## src/rtl/useq_pkg.sv

```systemverilog
package useq_pkg;
    localparam int OP_W    = 6;
    localparam int UPC_W   = 6;
    localparam int JT_W    = 3;
    localparam int SEL_W   = 3;
    localparam int EXT_W   = 2;
    localparam int ALUOP_W = 3;
    localparam int CTRL_W  = 9 + SEL_W + EXT_W + ALUOP_W;

    typedef enum logic [JT_W-1:0] {
        JT_NEXT     = 3'd0,
        JT_SPIN     = 3'd1,
        JT_FETCH    = 3'd2,
        JT_DISPATCH = 3'd3,
        JT_FEQZ     = 3'd4,
        JT_FNEZ     = 3'd5,
        JT_HOLD     = 3'd6
    } jump_e;

    typedef enum logic [UPC_W-1:0] {
        US_FETCH0 = 6'd0, US_FETCH1, US_FETCH2, US_FETCH3,
        US_ALU0, US_ALU1, US_ALU2,
        US_ALUI0, US_ALUI1, US_ALUI2,
        US_LW0, US_LW1, US_LW2, US_LW3, US_LW4,
        US_SW0, US_SW1, US_SW2, US_SW3, US_SW4,
        US_BEQZ0, US_BEQZ1, US_BEQZ2, US_BEQZ3, US_BEQZ4,
        US_BNEZ0, US_BNEZ1, US_BNEZ2, US_BNEZ3, US_BNEZ4,
        US_J0, US_J1, US_J2,
        US_JAL0, US_JAL1, US_JAL2, US_JAL3,
        US_ILLEGAL
    } ustate_e;

    localparam logic [SEL_W-1:0]   RS_RS = 3'd0, RS_RT = 3'd1, RS_RD = 3'd2,
                                   RS_LINK = 3'd3, RS_PC = 3'd4;
    localparam logic [EXT_W-1:0]   EX_SEXT = 2'd0, EX_UEXT = 2'd1,
                                   EX_BRANCH = 2'd2, EX_JFIELD = 2'd3;
    localparam logic [ALUOP_W-1:0] OP_PASSA = 3'd0, OP_INC4 = 3'd1,
                                   OP_ADD = 3'd2, OP_FUNC = 3'd3, OP_JTARG = 3'd4;

    localparam logic [OP_W-1:0] OPC_ALU  = 6'h00;
    localparam logic [OP_W-1:0] OPC_J    = 6'h02;
    localparam logic [OP_W-1:0] OPC_JAL  = 6'h03;
    localparam logic [OP_W-1:0] OPC_BEQZ = 6'h04;
    localparam logic [OP_W-1:0] OPC_BNEZ = 6'h05;
    localparam logic [2:0]      OPC_ALUI_HI = 3'b001;
    localparam logic [OP_W-1:0] OPC_LW   = 6'h23;
    localparam logic [OP_W-1:0] OPC_SW   = 6'h2B;

    typedef struct packed {
        logic                ld_ir;
        logic                ld_a;
        logic                ld_b;
        logic                ld_ma;
        logic                en_alu;
        logic                en_reg;
        logic                reg_wr;
        logic                en_mem;
        logic                mem_wr;
        logic [SEL_W-1:0]    sel_reg;
        logic [EXT_W-1:0]    sel_ext;
        logic [ALUOP_W-1:0]  sel_op;
    } ctrl_t;
endpackage

```

## src/rtl/useq_rom.sv

```systemverilog
module useq_rom
    import useq_pkg::*;
(
    input  logic [UPC_W-1:0] upc,
    output ctrl_t            ctrl,
    output jump_e            jt
);
    always_comb begin
        ctrl = '0;
        jt   = JT_NEXT;
        unique case (ustate_e'(upc))
            US_FETCH0: begin
                ctrl.ld_ma = 1'b1; ctrl.en_reg = 1'b1; ctrl.sel_reg = RS_PC;
            end
            US_FETCH1: begin
                ctrl.ld_ir = 1'b1; ctrl.en_mem = 1'b1; jt = JT_SPIN;
            end
            US_FETCH2, US_BEQZ2, US_BNEZ2, US_J0, US_JAL0: begin
                ctrl.ld_a = 1'b1; ctrl.en_reg = 1'b1; ctrl.sel_reg = RS_PC;
            end
            US_FETCH3: begin
                ctrl.en_alu = 1'b1; ctrl.reg_wr = 1'b1; ctrl.sel_reg = RS_PC;
                ctrl.sel_op = OP_INC4; jt = JT_DISPATCH;
            end
            US_ALU0, US_ALUI0, US_LW0, US_SW0, US_BEQZ0, US_BNEZ0: begin
                ctrl.ld_a = 1'b1; ctrl.en_reg = 1'b1; ctrl.sel_reg = RS_RS;
            end
            US_ALU1: begin
                ctrl.ld_b = 1'b1; ctrl.en_reg = 1'b1; ctrl.sel_reg = RS_RT;
            end
            US_ALU2: begin
                ctrl.en_alu = 1'b1; ctrl.reg_wr = 1'b1; ctrl.sel_reg = RS_RD;
                ctrl.sel_op = OP_FUNC; jt = JT_FETCH;
            end
            US_ALUI1, US_LW1, US_SW1: begin
                ctrl.ld_b = 1'b1; ctrl.sel_ext = EX_SEXT;
            end
            US_ALUI2: begin
                ctrl.en_alu = 1'b1; ctrl.reg_wr = 1'b1; ctrl.sel_reg = RS_RT;
                ctrl.sel_op = OP_FUNC; jt = JT_FETCH;
            end
            US_LW2, US_SW2: begin
                ctrl.ld_ma = 1'b1; ctrl.en_alu = 1'b1; ctrl.sel_op = OP_ADD;
            end
            US_LW3: begin
                ctrl.en_mem = 1'b1; ctrl.reg_wr = 1'b1; ctrl.sel_reg = RS_RT;
                jt = JT_SPIN;
            end
            US_SW3: begin
                ctrl.en_mem = 1'b1; ctrl.mem_wr = 1'b1; ctrl.en_reg = 1'b1;
                ctrl.sel_reg = RS_RT; jt = JT_SPIN;
            end
            US_LW4, US_SW4: jt = JT_FETCH;
            US_BEQZ1: jt = JT_FNEZ;
            US_BNEZ1: jt = JT_FEQZ;
            US_BEQZ3, US_BNEZ3: begin
                ctrl.ld_b = 1'b1; ctrl.sel_ext = EX_BRANCH;
            end
            US_BEQZ4, US_BNEZ4: begin
                ctrl.en_alu = 1'b1; ctrl.reg_wr = 1'b1; ctrl.sel_reg = RS_PC;
                ctrl.sel_op = OP_ADD; jt = JT_FETCH;
            end
            US_J1, US_JAL2: begin
                ctrl.ld_b = 1'b1; ctrl.sel_ext = EX_JFIELD;
            end
            US_J2, US_JAL3: begin
                ctrl.en_alu = 1'b1; ctrl.reg_wr = 1'b1; ctrl.sel_reg = RS_PC;
                ctrl.sel_op = OP_JTARG; jt = JT_FETCH;
            end
            US_JAL1: begin
                ctrl.en_alu = 1'b1; ctrl.reg_wr = 1'b1; ctrl.sel_reg = RS_LINK;
                ctrl.sel_op = OP_PASSA;
            end
            US_ILLEGAL: jt = JT_HOLD;
            default: jt = JT_FETCH;
        endcase
    end
endmodule

```

## src/rtl/useq_dispatch.sv

```systemverilog
module useq_dispatch
    import useq_pkg::*;
(
    input  logic [OP_W-1:0]  opcode,
    output logic [UPC_W-1:0] entry
);
    typedef enum logic [3:0] {
        GRP_ALU, GRP_ALUI, GRP_LW, GRP_SW, GRP_BEQZ, GRP_BNEZ,
        GRP_J, GRP_JAL, GRP_NONE
    } group_e;

    group_e grp;

    always_comb begin
        if (opcode[OP_W-1:OP_W-3] == OPC_ALUI_HI) begin
            grp = GRP_ALUI;
        end else begin
            unique case (opcode)
                OPC_ALU:  grp = GRP_ALU;
                OPC_LW:   grp = GRP_LW;
                OPC_SW:   grp = GRP_SW;
                OPC_BEQZ: grp = GRP_BEQZ;
                OPC_BNEZ: grp = GRP_BNEZ;
                OPC_J:    grp = GRP_J;
                OPC_JAL:  grp = GRP_JAL;
                default:  grp = GRP_NONE;
            endcase
        end
    end

    always_comb begin
        unique case (grp)
            GRP_ALU:  entry = US_ALU0;
            GRP_ALUI: entry = US_ALUI0;
            GRP_LW:   entry = US_LW0;
            GRP_SW:   entry = US_SW0;
            GRP_BEQZ: entry = US_BEQZ0;
            GRP_BNEZ: entry = US_BNEZ0;
            GRP_J:    entry = US_J0;
            GRP_JAL:  entry = US_JAL0;
            default:  entry = US_ILLEGAL;
        endcase
    end
endmodule

```

## src/rtl/useq_next.sv

```systemverilog
module useq_next
    import useq_pkg::*;
(
    input  logic             clk,
    input  logic             rst_n,
    input  jump_e            jt,
    input  logic             busy,
    input  logic             zero,
    input  logic [UPC_W-1:0] entry,
    output logic [UPC_W-1:0] upc_q
);
    logic [UPC_W-1:0] upc_inc;
    logic [UPC_W-1:0] upc_d;

    assign upc_inc = upc_q + UPC_W'(1);

    always_comb begin
        unique case (jt)
            JT_NEXT:     upc_d = upc_inc;
            JT_SPIN:     upc_d = busy ? upc_q : upc_inc;
            JT_FETCH:    upc_d = US_FETCH0;
            JT_DISPATCH: upc_d = entry;
            JT_FEQZ:     upc_d = zero ? UPC_W'(US_FETCH0) : upc_inc;
            JT_FNEZ:     upc_d = zero ? upc_inc : UPC_W'(US_FETCH0);
            JT_HOLD:     upc_d = upc_q;
            default:     upc_d = US_FETCH0;
        endcase
    end

    always_ff @(posedge clk or negedge rst_n) begin
        if (!rst_n) upc_q <= US_FETCH0;
        else        upc_q <= upc_d;
    end


    next_step_chk: assert property (@(posedge clk) disable iff (!rst_n)
        (jt == JT_NEXT) |=> (upc_q == UPC_W'($past(upc_q) + 1)));


    spin_wait_chk: assert property (@(posedge clk) disable iff (!rst_n)
        (jt == JT_SPIN && busy) |=> $stable(upc_q));


    fetch_return_chk: assert property (@(posedge clk) disable iff (!rst_n)
        (jt == JT_FETCH) |=> (upc_q == UPC_W'(US_FETCH0)));


    feqz_taken_chk: assert property (@(posedge clk) disable iff (!rst_n)
        (jt == JT_FEQZ && zero) |=> (upc_q == UPC_W'(US_FETCH0)));


    fnez_fall_chk: assert property (@(posedge clk) disable iff (!rst_n)
        (jt == JT_FNEZ && zero) |=> (upc_q == UPC_W'($past(upc_q) + 1)));
endmodule

```

## src/rtl/useq_sequencer.sv

```systemverilog
module useq_sequencer
    import useq_pkg::*;
(
    input  logic              clk,
    input  logic              rst_n,
    input  logic [OP_W-1:0]   opcode,
    input  logic              busy,
    input  logic              zero,
    output logic [CTRL_W-1:0] ctrl,
    output logic [UPC_W-1:0]  upc,
    output logic              trap
);
    ctrl_t            word;
    jump_e            jt;
    logic [UPC_W-1:0] entry;
    logic [UPC_W-1:0] upc_q;

    useq_rom u_rom (
        .upc  (upc_q),
        .ctrl (word),
        .jt   (jt)
    );

    useq_dispatch u_disp (
        .opcode (opcode),
        .entry  (entry)
    );

    useq_next u_next (
        .clk   (clk),
        .rst_n (rst_n),
        .jt    (jt),
        .busy  (busy),
        .zero  (zero),
        .entry (entry),
        .upc_q (upc_q)
    );

    assign ctrl = word;
    assign upc  = upc_q;
    assign trap = (upc_q == UPC_W'(US_ILLEGAL));


    trap_hold_chk: assert property (@(posedge clk) disable iff (!rst_n)
        trap |=> (trap && $stable(upc)));


    trap_quiet_chk: assert property (@(posedge clk) disable iff (!rst_n)
        trap |-> (ctrl == '0));


    dispatch_lw_chk: assert property (@(posedge clk) disable iff (!rst_n)
        (jt == JT_DISPATCH && opcode == OPC_LW) |=> (upc == UPC_W'(US_LW0)));
endmodule

```

## config.mk

```make
export PLATFORM = sky130hd
export DESIGN_NAME = useq_sequencer
export DESIGN_NICKNAME = d
export VERILOG_FILES = /design/src/rtl/useq_pkg.sv /design/src/rtl/useq_rom.sv /design/src/rtl/useq_dispatch.sv /design/src/rtl/useq_next.sv /design/src/rtl/useq_sequencer.sv
export SDC_FILE = /design/constraint.sdc
export NUM_CORES = 1
export LEC_CHECK = 0
export ABC_AREA = 1
export BUFFER_PORTS_ARGS = -buffer_cell sky130_fd_sc_hd__buf_2
export CELL_PAD_IN_SITES_DETAIL_PLACEMENT = 1
export CELL_PAD_IN_SITES_GLOBAL_PLACEMENT = 2
export CORE_MARGIN = 1
export CORE_UTILIZATION = 26
export DETAILED_ROUTE_END_ITERATION = 10
export HOLD_SLACK_MARGIN = 0.06
export PLACE_DENSITY = 0.83
export SLEW_MARGIN = 5
export SYNTH_ARGS = -nofsm -noshare
export SYNTH_HDL_FRONTEND = slang
export SYNTH_SLANG_ARGS = --single-unit
```

## constraint.sdc

```tcl
create_clock -name clk -period 2.4 [get_ports clk]
set_input_delay 0.36 -clock clk [delete_from_list [all_inputs] [get_ports clk]]
set_output_delay 0.36 -clock clk [all_outputs]
set_load 0.05 [all_outputs]
```

Word-level counts from Yosys, hierarchy flattened
Memories as Yosys holds them, arrays and structs flattened.
Index checks and enable logic that the tools add are counted.
Storage, ports and cells
  output and inout port bits: 24
  register bits: 6
  bits in read-only memories: 48
  memories: 1
  bits of input ports: 10
Cells by class
  bitwise operators: 1
  multiplexer cells: 20
  equal/unequal tests: 48
  add/subtract/negate cells: 1
  reductions and logical operators: 19
Memories
  (name not given): depth 8, width 6, rd ports 1, clocked after Yosys merged registers in 0, write ports 0, line useq_dispatch.sv:32  | unique case (grp)
Operator list (count)
  equality test 6 x 5 -> 1 bit (second input constant): 15
  equality test 6 bit (second input constant): 8
  equality test 6 x 4 -> 1 bit (second input constant): 7
  equality test 6 x 3 -> 1 bit (second input constant): 6
  one-hot mux 6 bit (6 select lines): 1
  one-hot mux 4 bit (7 select lines): 1
  equality test 6 x 2 -> 1 bit (second input constant): 4
  two-way mux 6 bit: 4
  one-hot mux 3 bit (4 select lines): 2
  OR reduction 23 bit: 1
  OR reduction 11 bit: 2
  one-hot mux 3 bit (6 select lines): 1
  OR reduction 14 bit: 1
  logical NOT 6 bit: 2
  OR reduction 10 bit: 1
  equality test 3 bit (second input constant): 3
  two-way mux 1 bit: 9
  OR reduction 9 bit: 1
  OR reduction 2 bit: 4
  OR reduction 4 bit: 2
  OR reduction 8 bit: 1
  adder 6 x 1 -> 6 bit (second input constant): 1
  equality test 3 x 1 -> 1 bit (second input constant): 2
  equality test 6 x 1 -> 1 bit (second input constant): 1
  8 further kinds: 9

Longest topological paths before layout
  word-level depth: 6
  depth in mapped cells: 15
  mapped depth without buffers: 14

Hierarchy
From an unflattened synthesis, not the netlist that was laid out.
Unflattened totals
  cell total of the unflattened synthesis: 251
  area, all modules: 1325.0 um^2
By module, submodules not included
  useq_rom: area an instance 583.1 um^2, sequential area each 0.0 um^2, cells each 128, times used 1
  useq_next: area an instance 440.4 um^2, sequential area each 150.1 um^2, cells each 67, times used 1
  useq_dispatch: area an instance 272.8 um^2, sequential area each 0.0 um^2, cells each 49, times used 1
  useq_sequencer: area an instance 28.8 um^2, sequential area each 0.0 um^2, cells each 7, times used 1

Least setup slack after synthesis
No wires, ideal clock.
  path type: reg-to-output
  start: reg u_next.upc_q[0]
  end: out ctrl[10]
  setup slack: -0.867 ns
  required time: 2.040 ns
  cell stages (with the launch flop): 7
  data arrival time: 2.907 ns
  path buffers: 0
  path through: dfrtp_1 > inv_1 > ha_1 > inv_1 > nor3_1 > nor2_1 > nand4_1
On the way
  word-level cells in the longest chain between the ends: 3
  elaborated cells on any way between the ends: 11
  classes of those cells: eq/ne: 9; mux: 1; reduce/logical: 1
RTL lines
  start, declared: line useq_next.sv:10  | output logic [UPC_W-1:0] upc_q
  start signal, assigned: line useq_next.sv:32  | else upc_q <= upc_d;
  equality test 6 bit (tied with other cells): line useq_rom.sv:11  | unique case (ustate_e'(upc))
  OR reduction 9 bit (no source line) (*)
  two-way mux 1 bit (*): line useq_rom.sv:11
  end, declared: line useq_sequencer.sv:9  | output logic [CTRL_W-1:0] ctrl,
Mark *: on every way between the ends. The rest lies on a longest branch, timed or not.

Worst setup path in the final report
  start: reg u_next.upc_q[0]
  end: out ctrl[11]
On the way
  word-level cells in the longest chain between the ends: 3
  elaborated cells on any way between the ends: 16
  classes of those cells: eq/ne: 13; mux: 1; reduce/logical: 2
RTL lines (line)
  equality test 6 x 3 -> 1 bit (tied with other cells): useq_rom.sv:11
  OR reduction 14 bit (no source line) (*)
  two-way mux 1 bit (*): useq_rom.sv:11
Marked as above.

==> metrics <==
status=complete, but fails checks; failing checks=design-rule violations; final worst-path cycle share=96.1%; grt ovf=0; drt total wl=4370 um; Peak supply drop=0.000423 V; die area=5080 um2; number of antenna violations at the first check in global routing=0; area grow syn2layout=28.3%; multiplexer area fraction after synthesis=0%; worst-path fanout max=6; ranking of synthesized cells by area=nand2_1, nand3_1, dfrtp_1, nor2_1, inv_1; Root Buffer=clkbuf_8; main combinational cell family by area after synthesis=simple AND/OR/NAND/NOR gates; final hold slack=485 ps; 1st-iter DRT viols=70; CP Launch Type=register; Syn Nets=237; EDFF count, synth=0; number of flip-flops under the largest register name=6; Rel. slew slack=77.3%; Syn Area/Cell=5.65 um2; Synth Warn #=0; top_reg_cell synth=dfrtp_1; layout cells sized above 1=33.6%; Worst Reg2Reg Path Length in Cells=14; sequential share of the synthesized area=12.0%; most frequent cell after synthesis=nand2_1; std cell rows=24; Setup crit end kind=output port; htree depth=1; cells along the critical path=inv_1, ha_2, nand2_2, inv_1, nand2_1, nand2_1, nor2_2, nand3_2, or2_4, buf_2; Die Span Y=71.3 um; Reg clk slew, reported paths=40 ps; leading area contributor after synthesis=nand2_1; adder-cell share of the synthesized area=6.01%; ANT cells=0; gr usage total=18.8%; Worst EP required=2040 ps; Synth Area in Compound Gates=4.11%; path type of the worst min-delay path=in2async; I/O Pins=34; Post-Syn Instances=221; I/O Buffers=33; Most flops, register=u_next.upc_q; vias in the first global route=1598; RSZ-0062 raised after global routing=true; first-pass GRT wire length=7730 um; CTS sink count=6; skew final=7.26 ps; initial core utilization=27.9%; simple-gate portion of the synthesized area=62.6%; Critical Setup Path Class=reg2out; flop2flop setup slack=260 ps; worst setup margin=93.9 ps; CTS max path bufs=2; XOR/XNOR Fraction of Synth Area=2.81%; FF-to-FF Start=u_next.upc_q[0]; Yosys reg bits=6; Slew @ Worst Pin=341 ps; placed cell areas=1510 um2; CP Depth=10; Final Instance Area=1600 um2; crit-path max cell delay=410 ps; final hold violations=0; cts bufs inserted=3; worst skew pair latency=230 ps; setup TNS=0 ps; DR vias/cell=5.05; first-pass detailed-route iteration total=7; global placer's final weighted congestion=0.799; largest registers=u_next.upc_q (6); cell area power density=1400 nW/um2; Die Span X=71.3 um; largest net degree at the start of global routing=10; Min Clock Period, post-route=2310 ps; share of flip-flops with an asynchronous set or reset=100%; Avg WL per Cell=14.1 um; Setup WS pre-CTS=171 ps; Crit path max-delay family=simple AND/OR/NAND/NOR gates; Floorplan Core Area=4470 um2; hpwl dp=3660 um; Vias=1569; most frequent cells after synthesis=nand2_1, nand3_1, nor2_1; antenna viol nets, final=0; maxcap violations=0; final setup vio count=0; Reg2Reg Capture Point=u_next.upc_q[4]; Post-CTS Setup Bufs=0; crit path buf inv count=3; max-slew violation count=0; TritonCTS clock tree=yes; top cell type's share of synthesized area=16.2%; nets=276; Critical Path AT=1950 ps; mapped cell area=1250 um2; Power Total=2.25 mW; Critical Path Slowest Stage Cell=dfrtp_2; Fmax=434 MHz; leakage=0.939 nW; number of different library cells in the post-synthesis netlist=25; DRC=4
-- layout make-up --
| class | instances | area (um2) |
|---|---|---|
| multi-input combinational | 180 | 1000 |
| inverter | 30 | 113 |
| fill | 631 | 2870 |
| timing repair buffer | 39 | 223 |
| clock buffer | 4 | 45.0 |
| tap | 52 | 65.1 |
| sequential | 6 | 155 |
-- metal layers --
metal	track usage (%)	up-vias	routed length [um]	part of all wire [%]
met3	2.67	6	144	3.3
li1	-	784	-	-
met4	3.33	0	43	0.98
met1	27.1	746	2220	51
met5	0	-	0	0
met2	30.2	33	1960	45
-- metrics by stage --
step	utilization (%)	cells
after floorplan	-	221
after global placement	33.6	306
after detailed placement	33.6	306
after CTS	35.1	311
after global routing	35.8	311
final	35.8	311
-- timing repair --
action	4_1_cts	5_1_grt
pin swaps	0	0
resized for setup	3	12
endpoints found under the setup margin	2	8
hold endpoints to repair	6	0
hold buffers	1	0
-- cell families (layout without fill, tap and decap cells) --
logic type	Yosys count	count (layout)
buf+inv	35	73
xor+xnor	4	4
compound gates	9	9
flops	6	6
fa+ha+maj	6	6
simple gates	161	161
-- worst max path at each step --
stage,slack [ps],startpoint,endpoint
final,90,u_next.upc_q[0],ctrl[11]
after global routing,-40,u_next.upc_q[0],ctrl[11]
after CTS,2,u_next.upc_q[0],ctrl[11]
after detailed placement,170,u_next.upc_q[0],u_next.upc_q[0]
after global placement,160,u_next.upc_q[0],u_next.upc_q[1]
after floorplan,-80,u_next.upc_q[2],ctrl[10]
-- where the power goes --
group          switching [mW]  internal (mW)
clock network          0.0506          0.115
logic                    1.38          0.497
registers              0.0680          0.138
-- layout by cell type (no fill, tap or decap), types with 4 or more instances in the layout --
master    synthesis  routed
clkbuf_4          0       4
nand3_1          36      34
xor2_1            4       4
inv_1            26      26
nand2_2           8       8
ha_2              0       4
buf_4             2       5
nor2_2            8      11
nand2_1          54      54
buf_2             1      29
dfrtp_2           0       4
nor2_1           32      28
nand3_2           4       6
inv_2             4       4
nand4_1           9       9
Power figures use the tool's default switching activity.
